<file path="src/rtl/gsc_pkg.sv">
package gsc_pkg;
  localparam int GSC_OUTS_PER_CHIP = 16;
  localparam int GSC_LEVEL_W       = 12;

  typedef enum logic [0:0] {
    SH_IDLE = 1'b0,
    SH_RUN  = 1'b1
  } sh_state_t;

  function automatic int gsc_frame_bits(input int chips);
    return chips * GSC_OUTS_PER_CHIP * GSC_LEVEL_W;
  endfunction
endpackage

</file>
<file path="src/rtl/gsc_level_bank.sv">
module gsc_level_bank #(
  parameter int NUM_CH  = 64,
  parameter int LEVEL_W = 12,
  parameter int ADDR_W  = 6
) (
  input  logic                       clk,
  input  logic                       rst_n,
  input  logic                       wr_en,
  input  logic [ADDR_W-1:0]          wr_addr,
  input  logic [LEVEL_W-1:0]         wr_level,
  output logic [NUM_CH*LEVEL_W-1:0]  levels_flat
);
  // One register per channel; channel c sits at bits [c*LEVEL_W +: LEVEL_W],
  // so the highest channel ends up in the most significant slice.
  for (genvar ch = 0; ch < NUM_CH; ch++) begin : g_chan
    logic [LEVEL_W-1:0] level_q;
    always_ff @(posedge clk) begin
      if (!rst_n)
        level_q <= '0;
      else if (wr_en && (wr_addr == ADDR_W'(ch)))
        level_q <= wr_level;
    end
    assign levels_flat[ch*LEVEL_W +: LEVEL_W] = level_q;
  end
endmodule

</file>
<file path="src/rtl/gsc_phase_timer.sv">
module gsc_phase_timer #(
  parameter int SCLK_HALF = 4
) (
  input  logic clk,
  input  logic rst_n,
  input  logic run,
  output logic tick
);
  localparam int CW = (SCLK_HALF > 1) ? $clog2(SCLK_HALF) : 1;
  localparam logic [CW-1:0] LAST = CW'(SCLK_HALF - 1);

  logic [CW-1:0] cnt_q;

  assign tick = run && (cnt_q == LAST);

  always_ff @(posedge clk) begin
    if (!rst_n || !run)
      cnt_q <= '0;
    else if (tick)
      cnt_q <= '0;
    else
      cnt_q <= cnt_q + 1'b1;
  end
endmodule

</file>
<file path="src/rtl/gsc_frame_shifter.sv">
module gsc_frame_shifter
  import gsc_pkg::*;
#(
  parameter int FRAME_BITS = 768
) (
  input  logic                  clk,
  input  logic                  rst_n,
  input  logic                  start,
  input  logic [FRAME_BITS-1:0] snap,
  input  logic                  tick,
  output logic                  busy,
  output logic                  done,
  output logic                  sclk,
  output logic                  mosi
);
  localparam int BW = $clog2(FRAME_BITS);
  localparam logic [BW-1:0] LAST_BIT = BW'(FRAME_BITS - 1);

  sh_state_t             state_q;
  logic [FRAME_BITS-1:0] shreg_q;
  logic [BW-1:0]         bit_q;
  logic                  sclk_q;
  logic                  done_q;

  always_ff @(posedge clk) begin
    if (!rst_n) begin
      state_q <= SH_IDLE;
      shreg_q <= '0;
      bit_q   <= '0;
      sclk_q  <= 1'b0;
      done_q  <= 1'b0;
    end else begin
      done_q <= 1'b0;
      unique case (state_q)
        SH_IDLE: begin
          if (start) begin
            shreg_q <= snap;
            bit_q   <= '0;
            sclk_q  <= 1'b0;
            state_q <= SH_RUN;
          end
        end
        SH_RUN: begin
          if (tick) begin
            if (!sclk_q) begin
              sclk_q <= 1'b1;
            end else begin
              sclk_q  <= 1'b0;
              shreg_q <= {shreg_q[FRAME_BITS-2:0], 1'b0};
              if (bit_q == LAST_BIT) begin
                state_q <= SH_IDLE;
                done_q  <= 1'b1;
              end else begin
                bit_q <= bit_q + 1'b1;
              end
            end
          end
        end
        default: state_q <= SH_IDLE;
      endcase
    end
  end

  assign busy = (state_q == SH_RUN);
  assign done = done_q;
  assign sclk = sclk_q;
  assign mosi = shreg_q[FRAME_BITS-1];
endmodule

</file>
<file path="src/rtl/grayscale_chain_shifter.sv">
module grayscale_chain_shifter
  import gsc_pkg::*;
#(
  parameter int NUM_CHIPS = 4,
  parameter int SCLK_HALF = 4,
  parameter int OUTS      = GSC_OUTS_PER_CHIP,
  parameter int LEVEL_W   = GSC_LEVEL_W,
  parameter int NUM_CH    = NUM_CHIPS * OUTS,
  parameter int ADDR_W    = $clog2(NUM_CH)
) (
  input  logic               clk,
  input  logic               rst_n,
  input  logic               wr_valid,
  output logic               wr_ready,
  input  logic [ADDR_W-1:0]  wr_addr,
  input  logic [LEVEL_W-1:0] wr_level,
  input  logic               start,
  output logic               busy,
  output logic               done,
  output logic               sclk,
  output logic               mosi
);
  localparam int FRAME_BITS = NUM_CH * LEVEL_W;

  logic [FRAME_BITS-1:0] levels_flat;
  logic                  tick;

  assign wr_ready = 1'b1;

  gsc_level_bank #(
    .NUM_CH (NUM_CH),
    .LEVEL_W(LEVEL_W),
    .ADDR_W (ADDR_W)
  ) u_bank (
    .clk        (clk),
    .rst_n      (rst_n),
    .wr_en      (wr_valid && wr_ready),
    .wr_addr    (wr_addr),
    .wr_level   (wr_level),
    .levels_flat(levels_flat)
  );

  gsc_phase_timer #(
    .SCLK_HALF(SCLK_HALF)
  ) u_timer (
    .clk  (clk),
    .rst_n(rst_n),
    .run  (busy),
    .tick (tick)
  );

  gsc_frame_shifter #(
    .FRAME_BITS(FRAME_BITS)
  ) u_shift (
    .clk  (clk),
    .rst_n(rst_n),
    .start(start),
    .snap (levels_flat),
    .tick (tick),
    .busy (busy),
    .done (done),
    .sclk (sclk),
    .mosi (mosi)
  );
endmodule

</file>
<file path="config.mk">
export PLATFORM = sky130hd
export DESIGN_NAME = grayscale_chain_shifter
export DESIGN_NICKNAME = d
export VERILOG_FILES = /design/src/rtl/gsc_pkg.sv /design/src/rtl/gsc_level_bank.sv /design/src/rtl/gsc_phase_timer.sv /design/src/rtl/gsc_frame_shifter.sv /design/src/rtl/grayscale_chain_shifter.sv
export SDC_FILE = /design/constraint.sdc
export NUM_CORES = 2
export LEC_CHECK = 0
export BUFFER_PORTS_ARGS = -buffer_cell sky130_fd_sc_hd__buf_4
export CELL_PAD_IN_SITES_DETAIL_PLACEMENT = 0
export CELL_PAD_IN_SITES_GLOBAL_PLACEMENT = 2
export CORE_MARGIN = 3
export CORE_UTILIZATION = 41
export DETAILED_ROUTE_END_ITERATION = 16
export PLACE_DENSITY_LB_ADDON = 0.1
export SYNTH_ARGS = -nofsm -noshare
export SYNTH_HDL_FRONTEND = slang
export SYNTH_SLANG_ARGS = --single-unit
</file>
<file path="constraint.sdc">
create_clock -name clk -period 2.4 [get_ports clk]
set_clock_uncertainty 0.05 [all_clocks]
set_input_delay 0.36 -clock clk [delete_from_list [all_inputs] [get_ports clk]]
set_output_delay 0.36 -clock clk [all_outputs]
set_load 0.02 [all_outputs]
</file>
# --- Word level (Yosys, flattened, before mapping) ---
# Index checks and enable logic that the tools add are counted.
op_classes:
  bitwise_logic: 1
  mux: 19
  n_eq_ne: 69
  n_reduce_logical: 74
  add_sub_neg: 2
op_table:
  columns: ["cell", "count"]
  rows:
  - ["2-to-1 mux 768 bit", 3]
  - ["one-hot mux 768 bit (2 select lines)", 1]
  - ["== test 6 bit (second input constant)", 32]
  - ["== test 6 x 5 -> 1 bit (second input constant)", 16]
  - ["logical AND 1 bit", 65]
  - ["== test 6 x 4 -> 1 bit (second input constant)", 8]
  - ["2-to-1 mux 10 bit", 4]
  - ["== test 6 x 3 -> 1 bit (second input constant)", 4]
  - ["one-hot mux 10 bit (2 select lines)", 1]
  - ["== test 6 x 2 -> 1 bit (second input constant)", 2]
  - ["adder 10 x 1 -> 10 bit (second input constant)", 1]
  - ["== test 10 bit (second input constant)", 1]
  - ["2-to-1 mux 1 bit", 8]
  - ["inequality test 2 bit (second input constant)", 4]
  - ["AND reduction 4 bit", 2]
  - ["== test 6 x 1 -> 1 bit (second input constant)", 1]
  - ["logical NOT 6 bit", 1]
  - ["one-hot mux 1 bit (2 select lines)", 2]
  - ["AND reduction 3 bit", 1]
  - ["adder 2 x 1 -> 2 bit (second input constant)", 1]
  - ["== test 2 bit (second input constant)", 1]
  - ["logical NOT 1 bit", 2]
  - ["AND reduction 2 bit", 1]
  - ["OR reduction 2 bit", 1]
  - ["2 further kinds", 2]
totals:
  wordCells: 235
  inputBits: 22
  out_inout_bits: 5
  ff_bits: 1551

# --- Depth between registers and ports, before layout ---
logic_depth:
  ltp_word: 5
  depth_mapped: 8
  mapped_depth_nobuf: 5

# --- Hierarchy ---
# From an unflattened synthesis, not the netlist that was laid out.
hier_totals:
  hier_cells: 6134
  area_unflattened_um2: 61597.8
by_module_without_submodules:
  columns: ["mod", "n_inst", "area_per_inst_um2", "cells_per_inst"]
  rows:
  - ["gsc_frame_shifter", 1, 33968.8, 3491]
  - ["gsc_level_bank", 1, 27533.9, 2635]
  - ["gsc_phase_timer", 1, 83.8, 6]
  - ["grayscale_chain_shifter", 1, 11.3, 2]

# --- Worst setup path before layout ---
# OpenSTA, ideal clock, no wires.
synth_path:
  kind: "register -> register"
  start: "register u_shift.state_q, in the netlist u_shift.busy"
  end: "register u_shift.shreg_q[617]"
  path_stages_with_launch: 9
  slack_ps: 464
  t_required_ps: 2234
  arrival_time_ps: 1769
  setup_ps: 116
  cell_sequence: "dfxtp_1 -> buf_2 -> nand3_1 -> nand2_1 -> buf_2 -> clkbuf_1 -> clkbuf_1 -> nand2_1 -> o211a_1"
synth_between:
  elab_chain_cells: 3
  word_cells_on_any_way: 7
synth_lines:
  columns: ["element", "line_no", "text"]
  rows:
  - ["start, declared", "gsc_frame_shifter.sv:19", "sh_state_t state_q;"]
  - ["start signal, assigned", "gsc_frame_shifter.sv:27", "state_q <= SH_IDLE;"]
  - ["start signal, assigned", "gsc_frame_shifter.sv:40", "state_q <= SH_RUN;"]
  - ["start signal, assigned", "gsc_frame_shifter.sv:51", "state_q <= SH_IDLE;"]
  - ["logical AND 1 bit / inverter 1 bit (equally long branches)", "gsc_phase_timer.sv:14, gsc_frame_shifter.sv:34", null]
  - ["inequality test 2 bit (no line)", null, null]
  - ["AND reduction 3 bit (no line)", null, null]
  - ["end signal, assigned", "gsc_frame_shifter.sv:37", "shreg_q <= snap;"]
  - ["end signal, assigned", "gsc_frame_shifter.sv:49", "shreg_q <= {shreg_q[FRAME_BITS-2:0], 1'b0};"]
  - ["end, declared", "gsc_frame_shifter.sv:20", "logic [FRAME_BITS-1:0] shreg_q;"]
# Several ways; a longest one is shown, not always the timed one.
# A chain may end at the register's enable or synchronous reset.

# --- Final worst setup path ---
layout_path:
  start: "register u_shift.state_q, in the netlist u_shift.busy"
  end: "output busy"
layout_lines:
  columns: ["element", "line_no", "text"]
  rows:
  - ["end, declared", "grayscale_chain_shifter.sv:18", "output logic busy,"]
# No word-level cell between the ends.

==> impl_metrics.json <==
{
  "status": "finished clean",
  "floorplan.initialDensity_pct": 41.4,
  "max_freq_mhz": 460,
  "path_cells": "buf_12 -> buf_4",
  "start_kind": "register",
  "drt-total-wl_um": 175000,
  "maxSlewViolCount": 0,
  "worstPathArrival_ns": 1.76,
  "peakVddDrop_v": 0.000691,
  "synth-warning-count": 0,
  "worst_pin_slew_ns": 0.673,
  "max_stage_delay_ns": 0.37,
  "finalSetupTns_ns": 0,
  "cpLargestDelayFamily": "buffers and inverters",
  "grt_pass1_wl_um": 276000,
  "die_area_sq_mm": 0.165,
  "ant_nets": 0,
  "hp-class": "in -> reg",
  "period_minus_slack_ns": 2.17,
  "drt_pass1_iterations": 5,
  "hold_viol": 0,
  "p_per_area_mw_per_mm2": 788,
  "pin_count": 27,
  "coreArea_sq_mm": 0.159,
  "setup_viol_count_final": 0,
  "die_h_um": 407,
  "grt_pass1_vias": 47500,
  "critPathBufInv": 2,
  "viasPerCell": 5.41,
  "first_iter_violations": 2773,
  "power_leakage_nw": 34.5,
  "synth.net_count": 7109,
  "die_w_um": 407,
  "relSlewSlack_pct": 55.2,
  "antenna_found_initial": 3,
  "maxCapViolations": 0,
  "worstPathRequired_ns": 1.99,
  "critical_path_class": "reg -> out",
  "track_usage_pct": 20.8,
  "synth-seq-area-share_pct": 47.2,
  "syn_to_final_growth_pct": 14.3,
  "cp-end-kind": "output port",
  "holdWs_ns": 0.0760,
  "finish.utilization_pct": 47.3,
  "cts.sinks": 1551,
  "finalCritPeriodShare_pct": 90.6,
  "synth-main-ff-cell": "dfxtp_1",
  "postSynthCellCount": 7085,
  "insertion_delay_ns": 0.80,
  "synth_area_sq_mm": 0.0658,
  "grt_max_degree": 128,
  "place_congestion": 0.711,
  "rows": 146,
  "syn_avg_cell_area_sq_um": 9.28,
  "portBuffers": 25,
  "gr-total-overflow": 0,
  "post-route-drc-count": 0,
  "hpwl_um": 97100,
  "clockBufferDepth": 3,
  "synth-async-reset-ratio_pct": 0,
  "ys_ff_latch": 1551,
  "synth-edff-count": 0,
  "layout_commonest_cell": "nand2_1",
  "numCtsBuffers": 175,
  "cts_tree": "built",
  "mostFrequentLayoutCells": "nand2_1, dfxtp_1, mux2i_1, o211a_1, a21boi_0",
  "vias": 49000,
  "nFillCells": 15100,
  "nets": 6867,
  "post_drt_wl_per_cell_um": 19.3,
  "rsz0062_at_grt": "false",
  "critPathSlowestCell": "dfxtp_4",
  "drive_above_1_share_pct": 8.89,
  "ctsResizeCount": 0,
  "clkTransAtPathRegs_ns": 0.06,
  "root_buffer": "clkbuf_16",
  "yosysUniqueCellTypes": 48,
  "h-tree-depth": 4,
  "path_max_fanout": 51
}
## logic make-up (layout without fill, tap and decap cells)
group | count (synthesis) | in the layout | synth area share [%]
compound gates | 1750 | 1750 | 22.2
fa+ha+maj | 2 | 2 | 0.0380
buf+inv | 756 | 653 | 4.69
flops | 1551 | 1551 | 47.2
mux | 770 | 770 | 11.7
other cells | 1 | 3 | 0.00570
simple gates | 2255 | 2255 | 14.2
## final cells by class
cell class                 instances  area, sq um  share of cell area (%)
multi-input combinational       4778        31700                    42.2
clock buffer                     269         5260                    7.00
clock inverter                    47          621                   0.825
timing repair buffer             336         3970                    5.28
sequential                      1551        31100                    41.3
antenna                            2         5.00                 0.00665
tap                             2072         2590                    3.45
inverter                           1         3.75                 0.00499
## where the power goes
group / leakage, nW / total (mW) / internal, mW / switching, mW
logic: 19.0 / 5.02 / 2.07 / 2.96
registers: 12.6 / 27.2 / 26.7 / 0.510
clock network: 2.91 / 27.0 / 16.0 / 11.0
## cells in the mapped netlist, types with 3 or more instances
master / count / share of area, %
a21boi_0: 677 / 7.7
a21boi_1: 94 / 1.1
and3_1: 4 / 0.038
and4bb_2: 4 / 0.076
buf_1: 32 / 0.18
buf_2: 174 / 1.3
buf_4: 5 / 0.057
clkbuf_1: 543 / 3.1
dfxtp_1: 1551 / 47
mux2i_1: 770 / 12
nand2_1: 1690 / 9.6
nand3_1: 489 / 3.7
nand3b_1: 4 / 0.046
nand4_1: 4 / 0.038
nand4b_1: 5 / 0.067
nor2_1: 31 / 0.18
nor2b_1: 3 / 0.029
nor4b_4: 4 / 0.14
o211a_1: 767 / 12
o21ai_0: 195 / 1.5
## through the flow
stage / cell area, sq um / instances / power (mW) / worst slack, ns
after floorplan: 65800 / 7085 / 31.1 / 0.464
after global placement: 69200 / 8729 / 32.8 / 0.212
after detailed placement: 69200 / 8729 / 32.9 / 0.213
after CTS: 75200 / 9054 / 60.2 / 0.147
after global routing: 75200 / 9054 / 61.7 / 0.117
final: 75200 / 9056 / 59.3 / 0.225
## tightest hold or removal path, cell delays in order
cell and delay [ns]:
buf_4 0.14, buf_12 0.18, nand3_1 0.09, a21boi_0 0.07
## path summary, 6_finish.rpt
path                                    start  depth (start not counted)                                         to  slack, ns
setup / recovery      u_shift.busy$_SDFF_PN0_                          2                                       busy       0.23
hold / removal                    wr_level[3]                          4  u_bank.g_chan[51].level_q[3]$_SDFFE_PN0P_       0.08
setup reg to reg  u_timer.cnt_q[0]$_SDFF_PP0_                          7          u_shift.shreg_q[167]$_SDFFE_PN0P_       0.28
hold reg to reg   u_timer.cnt_q[0]$_SDFF_PP0_                          1                u_timer.cnt_q[0]$_SDFF_PP0_       0.37
## layer usage
| metal | wire length (um) | track usage (%) | vias up |
|---|---|---|---|
| met5 | 0 | 0 | - |
| met3 | 5000 | 2.73 | 220 |
| met1 | 85700 | 28.5 | 24000 |
| met2 | 80900 | 34.9 | 538 |
| met4 | 3220 | 4.79 | 0 |
| li1 | - | - | 24300 |
## sequential cells by signal, summed over array words and instances, names as in the netlist
register               count
u_bank.g_chan.level_q    768
u_shift.shreg_q          768
u_shift.bit_q             10
u_timer.cnt_q              2
u_shift.busy               1
u_shift.done               1
u_shift.sclk               1
## what timing repair did
action,in CTS,in global routing
setup buffers,0,0
hold buffers,10,0
hold endpoints to repair,55,0
setup endpoints to repair,1,0
(Power assumes the default switching activity.)
